$ cat src/rtl/pn_serial_acq.sv
module pn_serial_acq #(
  parameter int LFSR_W = 10,
  parameter logic [LFSR_W-1:0] TAPS = 'h009,
  parameter logic [LFSR_W-1:0] SEED = 'h001,
  parameter int SAMP_W = 8,
  parameter int DWELL_W = 10,
  localparam int ACC_W = SAMP_W + DWELL_W + 1,
  localparam int PERIOD = (1 << LFSR_W) - 1
) (
  input  logic                     clk,
  input  logic                     rst_n,
  input  logic                     start,
  input  logic                     chip_en,
  input  logic signed [SAMP_W-1:0] chip_in,
  input  logic [DWELL_W-1:0]       dwell_len,
  input  logic [ACC_W-1:0]         threshold,
  output logic                     busy,
  output logic                     locked,
  output logic [LFSR_W-1:0]        lock_phase,
  output logic                     search_fail
);

  localparam logic [LFSR_W-1:0] LAST_PH = LFSR_W'(PERIOD - 1);

  logic [LFSR_W-1:0]       lfsr, phase, tested;
  logic [DWELL_W-1:0]      cnt;
  logic signed [ACC_W-1:0] acc;
  logic                    slip;

  logic signed [ACC_W-1:0] samp_x, prod, acc_nx;
  logic [ACC_W-1:0]        mag;
  logic [DWELL_W:0]        cnt_p1;
  logic [LFSR_W-1:0]       lfsr_nx, phase_nx;
  logic                    last, hit;

  assign samp_x   = chip_in;
  assign prod     = lfsr[0] ? -samp_x : samp_x;
  assign acc_nx   = acc + prod;
  assign mag      = acc_nx[ACC_W-1] ? -acc_nx : acc_nx;
  assign cnt_p1   = {1'b0, cnt} + 1'b1;
  assign last     = cnt_p1 >= {1'b0, dwell_len};
  assign hit      = mag > threshold;
  assign lfsr_nx  = {^(lfsr & TAPS), lfsr[LFSR_W-1:1]};
  assign phase_nx = (phase == LAST_PH) ? '0 : phase + 1'b1;

  always_ff @(posedge clk) begin
    if (!rst_n) begin
      lfsr <= SEED; phase <= '0; tested <= '0; cnt <= '0; acc <= '0;
      slip <= 1'b0; busy <= 1'b0; locked <= 1'b0; lock_phase <= '0;
      search_fail <= 1'b0;
    end else begin
      search_fail <= 1'b0;
      if (start) begin
        busy <= 1'b1; locked <= 1'b0; acc <= '0; cnt <= '0;
        tested <= '0; slip <= 1'b0;
      end else if (busy && chip_en) begin
        if (slip) begin
          slip <= 1'b0;
        end else begin
          lfsr  <= lfsr_nx;
          phase <= phase_nx;
          if (last) begin
            acc <= '0;
            cnt <= '0;
            if (hit) begin
              locked     <= 1'b1;
              busy       <= 1'b0;
              lock_phase <= phase_nx;
            end else begin
              slip <= 1'b1;
              if (tested == LAST_PH) begin
                search_fail <= 1'b1;
                tested      <= '0;
              end else begin
                tested <= tested + 1'b1;
              end
            end
          end else begin
            acc <= acc_nx;
            cnt <= cnt + 1'b1;
          end
        end
      end
    end
  end

  AST_LOCK_EXCLUSIVE: assert property (@(posedge clk) disable iff (!rst_n)
    !(locked && busy));
  AST_START_ARMS: assert property (@(posedge clk) disable iff (!rst_n)
    start |=> busy && !locked);
  AST_LOCK_HOLDS: assert property (@(posedge clk) disable iff (!rst_n)
    locked && !start |=> locked && $stable(lock_phase));
  AST_SLIP_HOLDS_GEN: assert property (@(posedge clk) disable iff (!rst_n)
    busy && chip_en && slip && !start |=> $stable(lfsr) && $stable(acc) && !slip);
  AST_IDLE_STALL: assert property (@(posedge clk) disable iff (!rst_n)
    !chip_en && !start |=> $stable(lfsr) && $stable(acc) && $stable(cnt) && $stable(phase));
  AST_FAIL_PULSE: assert property (@(posedge clk) disable iff (!rst_n)
    search_fail |=> !search_fail && busy);
  AST_GEN_NONZERO: assert property (@(posedge clk) disable iff (!rst_n)
    lfsr != '0);
  AST_PHASE_RANGE: assert property (@(posedge clk) disable iff (!rst_n)
    phase <= LAST_PH && lock_phase <= LAST_PH);

endmodule

$ cat config.mk
export PLATFORM = sky130hd
export DESIGN_NAME = pn_serial_acq
export DESIGN_NICKNAME = d
export VERILOG_FILES = /design/src/rtl/pn_serial_acq.sv
export SDC_FILE = /design/constraint.sdc
export NUM_CORES = 1
export LEC_CHECK = 0
export ABC_AREA = 0
export BUFFER_PORTS_ARGS = -buffer_cell sky130_fd_sc_hd__buf_2
export CAP_MARGIN = 10
export CORE_ASPECT_RATIO = 1.5
export CORE_MARGIN = 8
export CORE_UTILIZATION = 50
export DETAILED_ROUTE_END_ITERATION = 7
export GPL_TIMING_DRIVEN = 0
export PLACE_DENSITY = 0.69
export SLEW_MARGIN = 5
export SYNTH_ARGS = -nofsm -noshare
export SYNTH_HDL_FRONTEND = slang
export SYNTH_SLANG_ARGS = --single-unit
$ cat constraint.sdc
create_clock -name clk -period 10.5 [get_ports clk]
set_input_delay 2.625 -clock clk [delete_from_list [all_inputs] [get_ports clk]]
set_output_delay 2.625 -clock clk [all_outputs]
set_load 0.01 [all_outputs]
### After elaboration in Yosys (flattened, before gate mapping)

Index checks and enable logic that the tools add are counted.

| cells by class | value |
|---|---|
| magnitude comparators | 2 |
| $mul | 0 |
| divide/modulo/power cells | 0 |
| bitwise gates (word level) | 6 |
| multiplexer cells | 15 |
| add/subtract/negate cells | 7 |
| shifts and indexed selects | 0 |
| reductions and logical operators | 13 |
| equal/unequal tests | 3 |

Operators by type and width:

| kind | number |
|---|---|
| $mux 19 | 3 |
| $add 10x1->10 const B | 3 |
| $mux 10 | 3 |
| $eq 10x10->1 const B | 2 |
| $add 19x19->19 | 1 |
| $gt 19x19->1 | 1 |
| $neg 19->19 | 1 |
| $neg 8->19 | 1 |
| $reduce_and 4->1 | 3 |
| $add 10x1->11 const B | 1 |
| $ge 11x10->1 | 1 |
| $reduce_xor 10->1 | 1 |
| $mux 1 | 9 |
| $not 1->1 | 6 |
| $reduce_bool 2->1 | 3 |
| $reduce_or 6->1 | 1 |
| $reduce_and 5->1 | 1 |
| $reduce_and 3->1 | 1 |
| $ne 2x2->1 const B | 1 |
| $reduce_and 2->1 | 1 |
| $reduce_or 2->1 | 1 |
| $logic_and 1x1->1 | 1 |

| word-level totals | value |
|---|---|
| memory bits (read-only) | 0 |
| RAM bits | 0 |
| bits in latches | 0 |
| bits of input ports | 41 |
| memories | 0 |
| register bits | 73 |
| output and inout port bits | 13 |

### Longest topological paths before layout

Gate-level depths: netlist of run 1.

| logic depth | value |
|---|---|
| word-level depth | 11 |
| gate-level depth with buffers | 28 |

### Worst setup path before layout of run 1

No wires, ideal clock.

| timing path | value |
|---|---|
| path type | input to register |
| start point | input chip_in[3] |
| end point | register tested[9] |
| path buffers | 3 |
| stages | 27 |
| data arrival time | 7,828 ps |
| slack | 2,601 ps |
| data required time | 10,430 ps |
| library setup time | 70 ps |
| cells stage by stage | nor3_1 nand3_1 nor3_1 inv_1 ha_1 a21oi_1 ha_1 clkbuf_1 a211oi_1 o21ai_0 o32ai_1 or2_2 o31ai_1 xor2_1 buf_2 nand2_1 xor2_1 ha_1 a21o_1 a21oi_1 nor2b_1 o31ai_1 o2111ai_1 and2_1 clkbuf_1 or4_1 a21oi_1 |

| on the way | value |
|---|---|
| longest elaborated chain between the ends | 8 |

Ends and longest elaborated chain:

| element | line | source |
|---|---|---|
| start, declared | 14 | `input logic signed [SAMP_W-1:0] chip_in,` |
| $neg 8->19 | 37 | `assign prod = lfsr[0] ? -samp_x : samp_x;` |
| $mux 19 * | 37 |  |
| $add 19x19->19 * | 38 | `assign acc_nx = acc + prod;` |
| $neg 19->19 | 39 | `assign mag = acc_nx[ACC_W-1] ? -acc_nx : acc_nx;` |
| $mux 19 * | 39 |  |
| $gt 19x19->1 * | 42 | `assign hit = mag > threshold;` |
| $not 1->1 (no line) * | n/a |  |
| $reduce_and 4->1 (no line) * | n/a |  |
| end signal, assigned | 75 | `tested <= tested + 1'b1;` |
| end, declared | 25 | `logic [LFSR_W-1:0] lfsr, phase, tested;` |

Mark *: on every way between the ends. The rest lies on a longest branch, timed or not.
A chain may end at the register's enable or synchronous reset.

### Worst setup path after layout of run 1

| timing path | value |
|---|---|
| start point | input chip_in[3] |
| end point | register search_fail |

| on the way | value |
|---|---|
| longest elaborated chain between the ends | 7 |

Ends and longest elaborated chain:

| element | line | source |
|---|---|---|
| $neg 8->19 | 37 |  |
| $mux 19 * | 37 |  |
| $add 19x19->19 * | 38 |  |
| $neg 19->19 | 39 |  |
| $mux 19 * | 39 |  |
| $gt 19x19->1 * | 42 |  |
| $reduce_or 6->1 (no line) * | n/a |  |
| end signal, assigned | 50 | `search_fail <= 1'b0;` |
| end signal, assigned | 52 | `search_fail <= 1'b0;` |
| end signal, assigned | 72 | `search_fail <= 1'b1;` |
| end, declared | 20 | `output logic search_fail` |

Marked as above.

==> out/metrics.yaml, run 1 <==
outcome: "finished clean"
synthToLayoutAreaGrowth_pct: 13.51
grt_max_degree: 13
fmax_mhz: 108.7
numCtsBuffers: 9
post-place-cells: 975
grt_pass1_vias: 5702
viasPerCell: 5.790
root_buffer: "clkbuf_16"
use_met2: 0.4044
core-area_sq_um: 11410
p_sw_frac: 0.2955
relSlewSlack: 0.4100
post-place-ws_ns: 1.047
powerDensity_nw_per_um2: 123.4
post_cts_buffers: 0
grt_pass1_wl_microns: 26240
top_usage_layer: "met2"
finalSetupViolCount: 0
layout.nets: 935
cts_tree: "done"
drt_wl_total_microns: 15850
wl_per_cell_microns: 15.97
r2r_cells: 25
worstPathArrival_ns: 9.45
postLayoutCoreUtil: 0.5740
netlist_instances: 772
cp-end-kind: "register"
place_congestion: 0.9238
seq_area_frac_synth: 0.2533
place_area_sq_um: 6223
final_cell_mix: "a21oi_1 (88), nand2_1 (75), dfxtp_1 (73)"
cts_max_path_buffers: 2
initial_utilization: 0.5057
p_comb_frac: 0.243
fp.dieArea_sq_um: 15310
first_pass_iters: 6
fin_crit_sh: 0.8765
io_buffers: 53
worstHoldPathCells: 2
max_cap_violations: 0
cellLeakagePower_nw: 2.792
use_met3: 0.03486
fin_crit_ns: 9.203
grt_usage: 0.2051
clockPowerShare: 0.409
synth_cell_type_count: 60
cp_max_fo: 10
min_to: "lfsr[4]$_SDFFE_PN0P_"
holdBufCountCts: 0
synth_area_sq_um: 5771
drt-initial-drc-count: 221
r2r_end: "search_fail$_SDFF_PP0_"
finalMaxSlewViolations: 0
io-pin-count: 54
finalHoldViolCount: 0
clkTransAtPathRegs_ns: 0.06
synth.net_count: 870
rsz0062_at_grt: "false"
r2r_setup_slack_ns: 3.69
drt_drc_violations_left: 0
synthArstFlopShare: 0
yosys_warnings: 0
crit_path_start_kind: "primary input"
h-tree-depth: 3
ant_nets: 0
fin_tns_setup_ns: 0
synth_ff_type: "dfxtp_1"
postSynthAreaPerCell_sq_um: 7.475
final_cell_area_sq_um: 6550
synth_edf_count: 0
fin_skew_ns: 0.007111
internal-power_mw: 0.5696
cts_sinks: 73
antenna_found_initial: 0
p_switching_mw: 0.2389
vdd_drop_max_v: 0.00009802
stdcell_count: 992
clock_latency_ns: 0.33
dp.final_hpwl_microns: 12610
power_frac_seq: 0.348
synth-seq-cells: 73
crit_type: "primary input to register"
min-delay-start: "lfsr[5]$_SDFFE_PN0P_"
setup_ws_ns: 1.297
vias: 5744
cts_resized: 0
rr_startpoint: "lfsr[0]$_SDFFE_PN1P_"
grt_overflow: 0
die_h_microns: 147.6
hp-class: "register to register"
core.rowCount: 48
final_common_cell: "a21oi_1"
die_x_microns: 103.7
cp_data_required_time_ns: 10.75
tightest_slew_ns: 0.8783
diodes: 0
drive_gt1_frac: 0.1093
met1_usage: 0.2015
==> cell type report <==
class / instances / area (sq um)
Clock buffer: 11 / 242.7
Timing Repair Buffer: 54 / 270.3
Inverter: 51 / 191.4
Tap cell: 150 / 187.7
Multi-Input combinational cell: 605 / 3935
Buffer: 43 / 182.7
Fill cell: 1116 / 4861
Sequential cell: 73 / 1461
Clock inverter: 5 / 78.83
==> per-stage QoR <==
| stage | hold WS [ns] | power, mW |
|---|---|---|
| after floorplan | 0.4321 | 0.4309 |
| after global placement | 0.4394 | 0.4741 |
| after detailed placement | 0.4513 | 0.4832 |
| after CTS | 0.4581 | 0.8145 |
| after global routing | 0.4754 | 0.8476 |
| final | 0.4501 | 0.8085 |
==> flip-flops by register name, summed over array words and instances, names as in the netlist <==
| signal | flops |
|---|---|
| acc | 19 |
| cnt | 10 |
| lfsr | 10 |
| lock_phase | 10 |
| phase | 10 |
| tested | 10 |
| busy | 1 |
| locked | 1 |
| search_fail | 1 |
| slip | 1 |
==> per-layer routing <==
metal  up-vias  routed length [microns]
met2       148                     8608
met1      2690                     6128
met5         -                        0
li1       2874                        -
met4         0                      460
met3        32                      648
==> Yosys cell counts (24+ instances only) <==
master	instances	area [sq um]
xor2_1	24	210.2
o31ai_1	24	180.2
xnor2_1	30	262.8
nand4_1	24	150.1
a21oi_1	88	440.4
inv_1	51	191.4
clkbuf_1	35	131.4
nand3_1	33	165.2
nand2_1	75	281.5
o21ai_0	40	200.2
nor2_1	67	251.5
dfxtp_1	73	1461
ha_1	56	700.7
==> power groups by stage <==
stage,registers [mW],logic [mW],clock network (mW)
after floorplan,0.287,0.144,0
after global placement,0.287,0.187,0
after detailed placement,0.287,0.196,0
after CTS,0.281,0.197,0.337
after global routing,0.282,0.220,0.346
final,0.281,0.197,0.330
==> worst max-delay path, cell delays in order <==
cell and delay (ns):
buf_2 0.12, nor3_1 0.29, nand3_1 0.17, nor3_1 0.50, inv_1 0.10, ha_1 0.31, a21oi_1 0.08, ha_1 0.30
clkbuf_1 0.24, a211oi_1 0.15, o21ai_0 0.24, o32ai_1 0.18, or2_2 0.35, o31ai_1 0.45, xor2_1 0.38, buf_2 0.31
nand2_1 0.10, xor2_1 0.15, ha_1 0.29, a21o_1 0.18, a21oi_1 0.13, nor2b_1 0.06, o31ai_1 0.29, o2111ai_1 0.28
nand2_1 0.38, clkbuf_1 0.42, nand2_1 0.14, nor3_1 0.21
==> kinds of logic after synthesis <==
family,count (synthesis),synth area share
compound gates,213,0.2303
xor+xnor,54,0.08196
flops,73,0.2533
simple gates,279,0.2413
mux,2,0.003469
buf+inv,94,0.06483
fa+ha+maj,57,0.1249
==> worst max path at each step <==
stage | slack (ns) | to | from
after detailed placement | 1.05 | tested[7]$_SDFFE_PP0P_ | chip_in[3]
final | 1.30 | search_fail$_SDFF_PP0_ | chip_in[3]
after floorplan | 2.60 | tested[9]$_SDFFE_PP0P_ | chip_in[3]
after global placement | 1.23 | search_fail$_SDFF_PP0_ | chip_in[3]
after CTS | 1.38 | tested[7]$_SDFFE_PP0P_ | chip_in[3]
after global routing | 0.85 | tested[5]$_SDFFE_PP0P_ | chip_in[3]
(Power assumes the default switching activity.)
==> run 2: changes to the inputs <==
Settings changed: CELL_PAD_IN_SITES_DETAIL_PLACEMENT set to 0, CELL_PAD_IN_SITES_GLOBAL_PLACEMENT set to 1, CORE_UTILIZATION 50 to 48, PLACE_DENSITY 0.69 to not set, PLACE_DENSITY_LB_ADDON set to 0.1.
==> run 2 against run 1 <==
Net effect: setup slack worse by 0.012 ns; first-iteration DRC count shrank 3.2%; critical path depth is the same; die area up 3.6%; clock power fell by 7.0%; global-route usage up 0.23 points; largest power group unchanged; final cell count up 0.30%.
==> out/metrics.yaml, run 2 (synthesized netlist as in run 1, its figures left out) <==
grt_max_degree: 12  # was 13
postLayoutCoreUtil: 0.5484  # was 0.5740
final_common_cell: "a21oi_1"  # unchanged
finalHoldViolCount: 0  # unchanged
ant_nets: 0  # unchanged
hp-class: "register to register"  # unchanged
power_frac_seq: 0.358  # was 0.348
cp-end-kind: "register"  # unchanged
cp_data_required_time_ns: 10.74  # was 10.75 ns
clkTransAtPathRegs_ns: 0.06  # about the same
diodes: 0  # unchanged
worst_path_largest_cell_delay_ns: 0.49  # was 0.50 ns
antenna_found_initial: 0  # unchanged
final_cell_mix: "a21oi_1 (88), nand2_1 (75), dfxtp_1 (73)"  # unchanged
grt_pass1_wl_microns: 26970  # was 26,240 microns
outcome: "finished clean"  # unchanged
cts_sinks: 73  # unchanged
largest_register: "acc"  # unchanged
cp_max_fo: 10  # unchanged
core-area_sq_um: 11890  # was 11,410 sq um
fin_skew_ns: 0.007087  # was 0.007111 ns
holdBufCountCts: 0  # unchanged
p_switching_mw: 0.2403  # was 0.2389 mW
drive_gt1_frac: 0.1069  # was 0.1093
met1_usage: 0.2056  # was 0.2015
cellLeakagePower_nw: 2.776  # was 2.792 nW
use_met2: 0.4024  # was 0.4044
place_congestion: 0.8906  # was 0.9238
r2r_setup_slack_ns: 3.56  # was 3.69 ns
p_comb_frac: 0.251  # was 0.243
die_h_microns: 150.3  # was 147.6 microns
max_cap_violations: 0  # unchanged
viasPerCell: 5.751  # was 5.790
fin_crit_sh: 0.8776  # was 0.8765
top_usage_layer: "met2"  # unchanged
stdcell_count: 995  # was 992
crit_path_start_kind: "primary input"  # unchanged
drt-initial-drc-count: 214  # was 221
use_met3: 0.03642  # was 0.03486
post-place-cells: 978  # was 975
cts_resized: 0  # unchanged
core.rowCount: 49  # was 48
io-pin-count: 54  # unchanged
cts_tree: "done"  # unchanged
io_buffers: 53  # unchanged
clock_latency_ns: 0.34  # was 0.33 ns
layout.nets: 935  # unchanged
fin_tns_setup_ns: 0  # unchanged
fp.dieArea_sq_um: 15860  # was 15,310 sq um
p_sw_frac: 0.3060  # was 0.2955
fmax_mhz: 108.5  # was 108.7 MHz
powerDensity_nw_per_um2: 120.4  # was 123.4 nW/um^2
largest_reg_flops: 19  # unchanged
first_pass_iters: 5  # was 6
numCtsBuffers: 9  # unchanged
root_buffer: "clkbuf_16"  # unchanged
initial_utilization: 0.4852  # was 0.5057
clockPowerShare: 0.391  # was 0.409
multiInputGateArea_sq_um: 3935  # unchanged
rsz0062_at_grt: "false"  # unchanged
p_total_mw: 0.7855  # was 0.8085 mW
vdd_drop_max_v: 0.00009626  # was 0.00009802 V
crit_type: "primary input to register"  # unchanged
worst_path_max_delay_cell: "nor3_1"  # unchanged
worstPathArrival_ns: 9.45  # about the same
synthToLayoutAreaGrowth_pct: 13.03  # was 13.51%
vias: 5722  # was 5,744
wl_per_cell_microns: 16.39  # was 15.97 microns
finalSetupViolCount: 0  # unchanged
finalMaxSlewViolations: 0  # unchanged
drt_wl_total_microns: 16310  # was 15,850 microns
grt_overflow: 0  # unchanged
cts_max_path_buffers: 2  # unchanged
grt_pass1_vias: 5820  # was 5,702
die_x_microns: 105.5  # was 103.7 microns
fin_crit_ns: 9.215  # was 9.203 ns
relSlewSlack: 0.4308  # was 0.4100
drt_drc_violations_left: 0  # unchanged
h-tree-depth: 3  # unchanged
post_cts_buffers: 0  # unchanged
grt_usage: 0.2074  # was 0.2051
area.sequential_sq_um: 1461  # unchanged
internal-power_mw: 0.5451  # was 0.5696 mW
dp.final_hpwl_microns: 13010  # was 12,610 microns
tightest_slew_ns: 0.8472  # was 0.8783 ns
nFillCells: 1181  # was 1,116
[run 2: cell types whose count changed in the layout (fill, tap and decap cells not counted)]
cell and change:
clkbuf_2 +1, bufinv_16 -1, buf_2 -1, clkbuf_1 +2
clkinv_4 -1
[run 2: power by group through the flow]
stage | sequential, mW | combinational, mW | clock [mW]
floorplan | 0.287 | 0.144 | 0
global placement | 0.287 | 0.191 | 0
detailed placement | 0.287 | 0.196 | 0
CTS | 0.281 | 0.197 | 0.312
global route | 0.281 | 0.222 | 0.320
finish | 0.281 | 0.197 | 0.307
[run 2: worst paths after layout]
| check | startpoint | end | cells after the start |
|---|---|---|---|
| max | chip_in[3] | search_fail$_SDFF_PP0_ | 28 |
| min | lfsr[8]$_SDFFE_PN0P_ | lfsr[7]$_SDFFE_PN0P_ | 2 |
| max reg2reg | lfsr[0]$_SDFFE_PN1P_ | search_fail$_SDFF_PP0_ | 25 |
| min reg2reg | lfsr[8]$_SDFFE_PN0P_ | lfsr[7]$_SDFFE_PN0P_ | 2 |
[run 2: cell type report]
cell class | count | share of cell area
multi-input cells | 605 | 0.6033
flip-flops and latches | 73 | 0.2241
repair buffers | 54 | 0.04143
clock buffers | 13 | 0.03837
inverters | 51 | 0.02935
well taps | 153 | 0.02935
plain buffers | 43 | 0.02801
clock inverters | 3 | 0.006138
[run 2: stage by stage]
step	hold WS (ns)	setup slack (ns)	instance area (sq um)
2_1_floorplan	0.4321	2.601	5771
3_3_place_gp	0.4371	1.108	6227
3_5_place_dp	0.4538	0.9830	6227
4_1_cts	0.4615	1.307	6518
5_1_grt	0.4727	0.8033	6523
6_report	0.4536	1.285	6523
[run 2: metal layers]
layer | part of all wire | vias to the layer above | wire length, microns
met3 | 0.044 | 42 | 721
met5 | 0 | - | 0
li1 | - | 2882 | -
met1 | 0.38 | 2641 | 6275
met2 | 0.53 | 157 | 8722
met4 | 0.036 | 0 | 590
[run 2: critical path, delay by kind of cell]
family,cells,cell delay [ns]
buf+inv,5,1.25
simple gates,9,2.16
xor+xnor,2,0.55
fa+ha+maj,3,0.89
compound gates,9,2.00
==> run 3: changes to the inputs <==
Settings changed: CORE_ASPECT_RATIO 1.5 to 0.5.
==> run 3 against run 2 <==
Net effect: hold slack better by 0.00096 ns; final cell count up 1.2%; clock power fell by 6.5%; largest power group unchanged.
==> out/metrics.yaml, run 3 (synthesized netlist as in run 1, its figures left out) <==
cts_resized: 0  # unchanged
drive_gt1_frac: 0.1105  # was 0.1069
powerDensity_nw_per_um2: 116.9  # was 120.4 nW/um^2
clkTransAtPathRegs_ns: 0.06  # about the same
drt_drc_violations_left: 0  # unchanged
stdcell_count: 1007  # was 995
first_pass_iters: 5  # unchanged
cp_data_required_time_ns: 10.73  # was 10.74 ns
fin_skew_ns: 0.004019  # was 0.007087 ns
numCtsBuffers: 9  # unchanged
grt_pass1_wl_microns: 24900  # was 26,970 microns
r2r_end: "search_fail$_SDFF_PP0_"  # unchanged
cts_tree: "done"  # unchanged
cts_max_path_buffers: 2  # unchanged
fin_tns_setup_ns: 0  # unchanged
p_total_mw: 0.7635  # was 0.7855 mW
cellLeakagePower_nw: 2.756  # was 2.776 nW
die_x_microns: 171.1  # was 105.5 microns
initial_utilization: 0.4902  # was 0.4852
crit_type: "primary input to register"  # unchanged
drt-initial-drc-count: 278  # was 214
viasPerCell: 5.528  # was 5.751
vias: 5567  # was 5,722
outcome: "finished clean"  # unchanged
post-place-ws_ns: 1.099  # was 0.9830 ns
rr_startpoint: "lfsr[0]$_SDFFE_PN1P_"  # unchanged
min_to: "lfsr[5]$_SDFFE_PN0P_"  # was lfsr[7]$_SDFFE_PN0P_
h-tree-depth: 3  # unchanged
grt_pass1_vias: 5085  # was 5,820
worst_path_max_delay_cell: "o31ai_1"  # was nor3_1
post-place-cells: 990  # was 978
antenna_found_initial: 0  # unchanged
drt-met1-wl_microns: 7833  # was 6275 microns
worstPathArrival_ns: 9.33  # was 9.45 ns
wl_per_cell_microns: 15.04  # was 16.39 microns
finalSetupViolCount: 0  # unchanged
synthToLayoutAreaGrowth_pct: 13.14  # was 13.03%
setup_ws_ns: 1.403  # was 1.285 ns
holdBufCountCts: 0  # unchanged
cp-end-kind: "register"  # unchanged
top_layer_used: "met4"  # unchanged
tightest_slew_ns: 0.9950  # was 0.8472 ns
place_congestion: 0.8773  # was 0.8906
clock_latency_ns: 0.33  # was 0.34 ns
worst_path_largest_cell_delay_ns: 0.45  # was 0.49 ns
ant_nets: 0  # unchanged
worst-path-stages: 28  # unchanged
r2r_setup_slack_ns: 3.68  # was 3.56 ns
crit_buf_inv: 5  # unchanged
cts_sinks: 73  # unchanged
cp_top_family: "simple AND/OR/NAND/NOR gates"  # unchanged
grt_overflow: 0  # unchanged
wl_met3_microns: 729  # was 721 microns
rsz0062_at_grt: "false"  # unchanged
finalMaxSlewViolations: 0  # unchanged
post_cts_buffers: 0  # unchanged
crit_path_start_kind: "primary input"  # unchanged
drt_wl_total_microns: 15150  # was 16,310 microns
nFillCells: 1181  # unchanged
final_cell_mix: "a21oi_1 (88), nand2_1 (75), dfxtp_1 (73)"  # unchanged
vdd_drop_max_v: 0.00009978  # was 0.00009626 V
io_buffers: 53  # unchanged
io-pin-count: 54  # unchanged
root_buffer: "clkbuf_16"  # unchanged
grt_usage: 0.1890  # was 0.2074
die_h_microns: 93.53  # was 150.3 microns
fmax_mhz: 109.9  # was 108.5 MHz
cp_max_fo: 10  # unchanged
max_cap_violations: 0  # unchanged
relSlewSlack: 0.3276  # was 0.4308
layout.nets: 935  # unchanged
core.rowCount: 28  # was 49
hold_ws_ns: 0.4545  # was 0.4536 ns
finalHoldViolCount: 0  # unchanged
min-delay-start: "lfsr[6]$_SDFFE_PN0P_"  # was lfsr[8]$_SDFFE_PN0P_
grt_max_degree: 15  # was 12
largest_reg_flops: 19  # unchanged
fp.dieArea_sq_um: 16000  # was 15,860 sq um
final_common_cell: "a21oi_1"  # unchanged
dp.final_hpwl_microns: 11710  # was 13,010 microns
hp-class: "register to register"  # unchanged
core-area_sq_um: 11770  # was 11,890 sq um
r2r_cells: 25  # unchanged
fin_crit_sh: 0.8664  # was 0.8776
diodes: 0  # unchanged
fin_crit_ns: 9.097  # was 9.215 ns
dr_wl_met2_microns: 6508  # was 8722 microns
largest_register: "acc"  # unchanged
worstHoldPathCells: 2  # unchanged
==> run 3: layout make-up <==
class | count | area (sq um) | area share
multi-input combinational | 605 | 3935 | 0.6027
clock buffer | 9 | 225.2 | 0.03450
clock inverter | 7 | 56.30 | 0.008624
tap | 165 | 206.4 | 0.03162
timing repair buffer | 54 | 270.3 | 0.04140
sequential | 73 | 1461 | 0.2238
buffer | 43 | 182.7 | 0.02798
inverter | 51 | 191.4 | 0.02932
==> run 3: worst max-delay path by stage <==
stage / start / to / slack [ns]
5_1_grt: chip_in[3] / search_fail$_SDFF_PP0_ / 0.75
6_report: chip_in[3] / search_fail$_SDFF_PP0_ / 1.40
2_1_floorplan: chip_in[3] / tested[9]$_SDFFE_PP0P_ / 2.60
3_3_place_gp: chip_in[3] / search_fail$_SDFF_PP0_ / 1.11
4_1_cts: chip_in[3] / search_fail$_SDFF_PP0_ / 1.40
3_5_place_dp: chip_in[3] / search_fail$_SDFF_PP0_ / 1.10
==> run 3: report_power, final <==
| group | switching (mW) | internal, mW | total, mW |
|---|---|---|---|
| logic | 0.120 | 0.0748 | 0.195 |
| clock network | 0.126 | 0.161 | 0.287 |
| registers | 0.00171 | 0.279 | 0.281 |
==> run 3: through the flow <==
stage / instance area (sq um) / utilization
3_3_place_gp: 6242 / 0.5303
3_5_place_dp: 6242 / 0.5303
4_1_cts: 6524 / 0.5542
6_report: 6529 / 0.5546
2_1_floorplan: 5771 / -
5_1_grt: 6529 / 0.5546
==> run 3: worst min-delay path, cell delays in order, from the launching register on <==
cell     delay, ns
dfxtp_1       0.31
nand2_1       0.05
a21oi_1       0.05
==> run 3: layer usage <==
metal	vias to the layer above	global-route usage
met4	0	0.03595
met5	-	0
met2	112	0.3014
met1	2554	0.2628
li1	2893	-
met3	8	0.03573
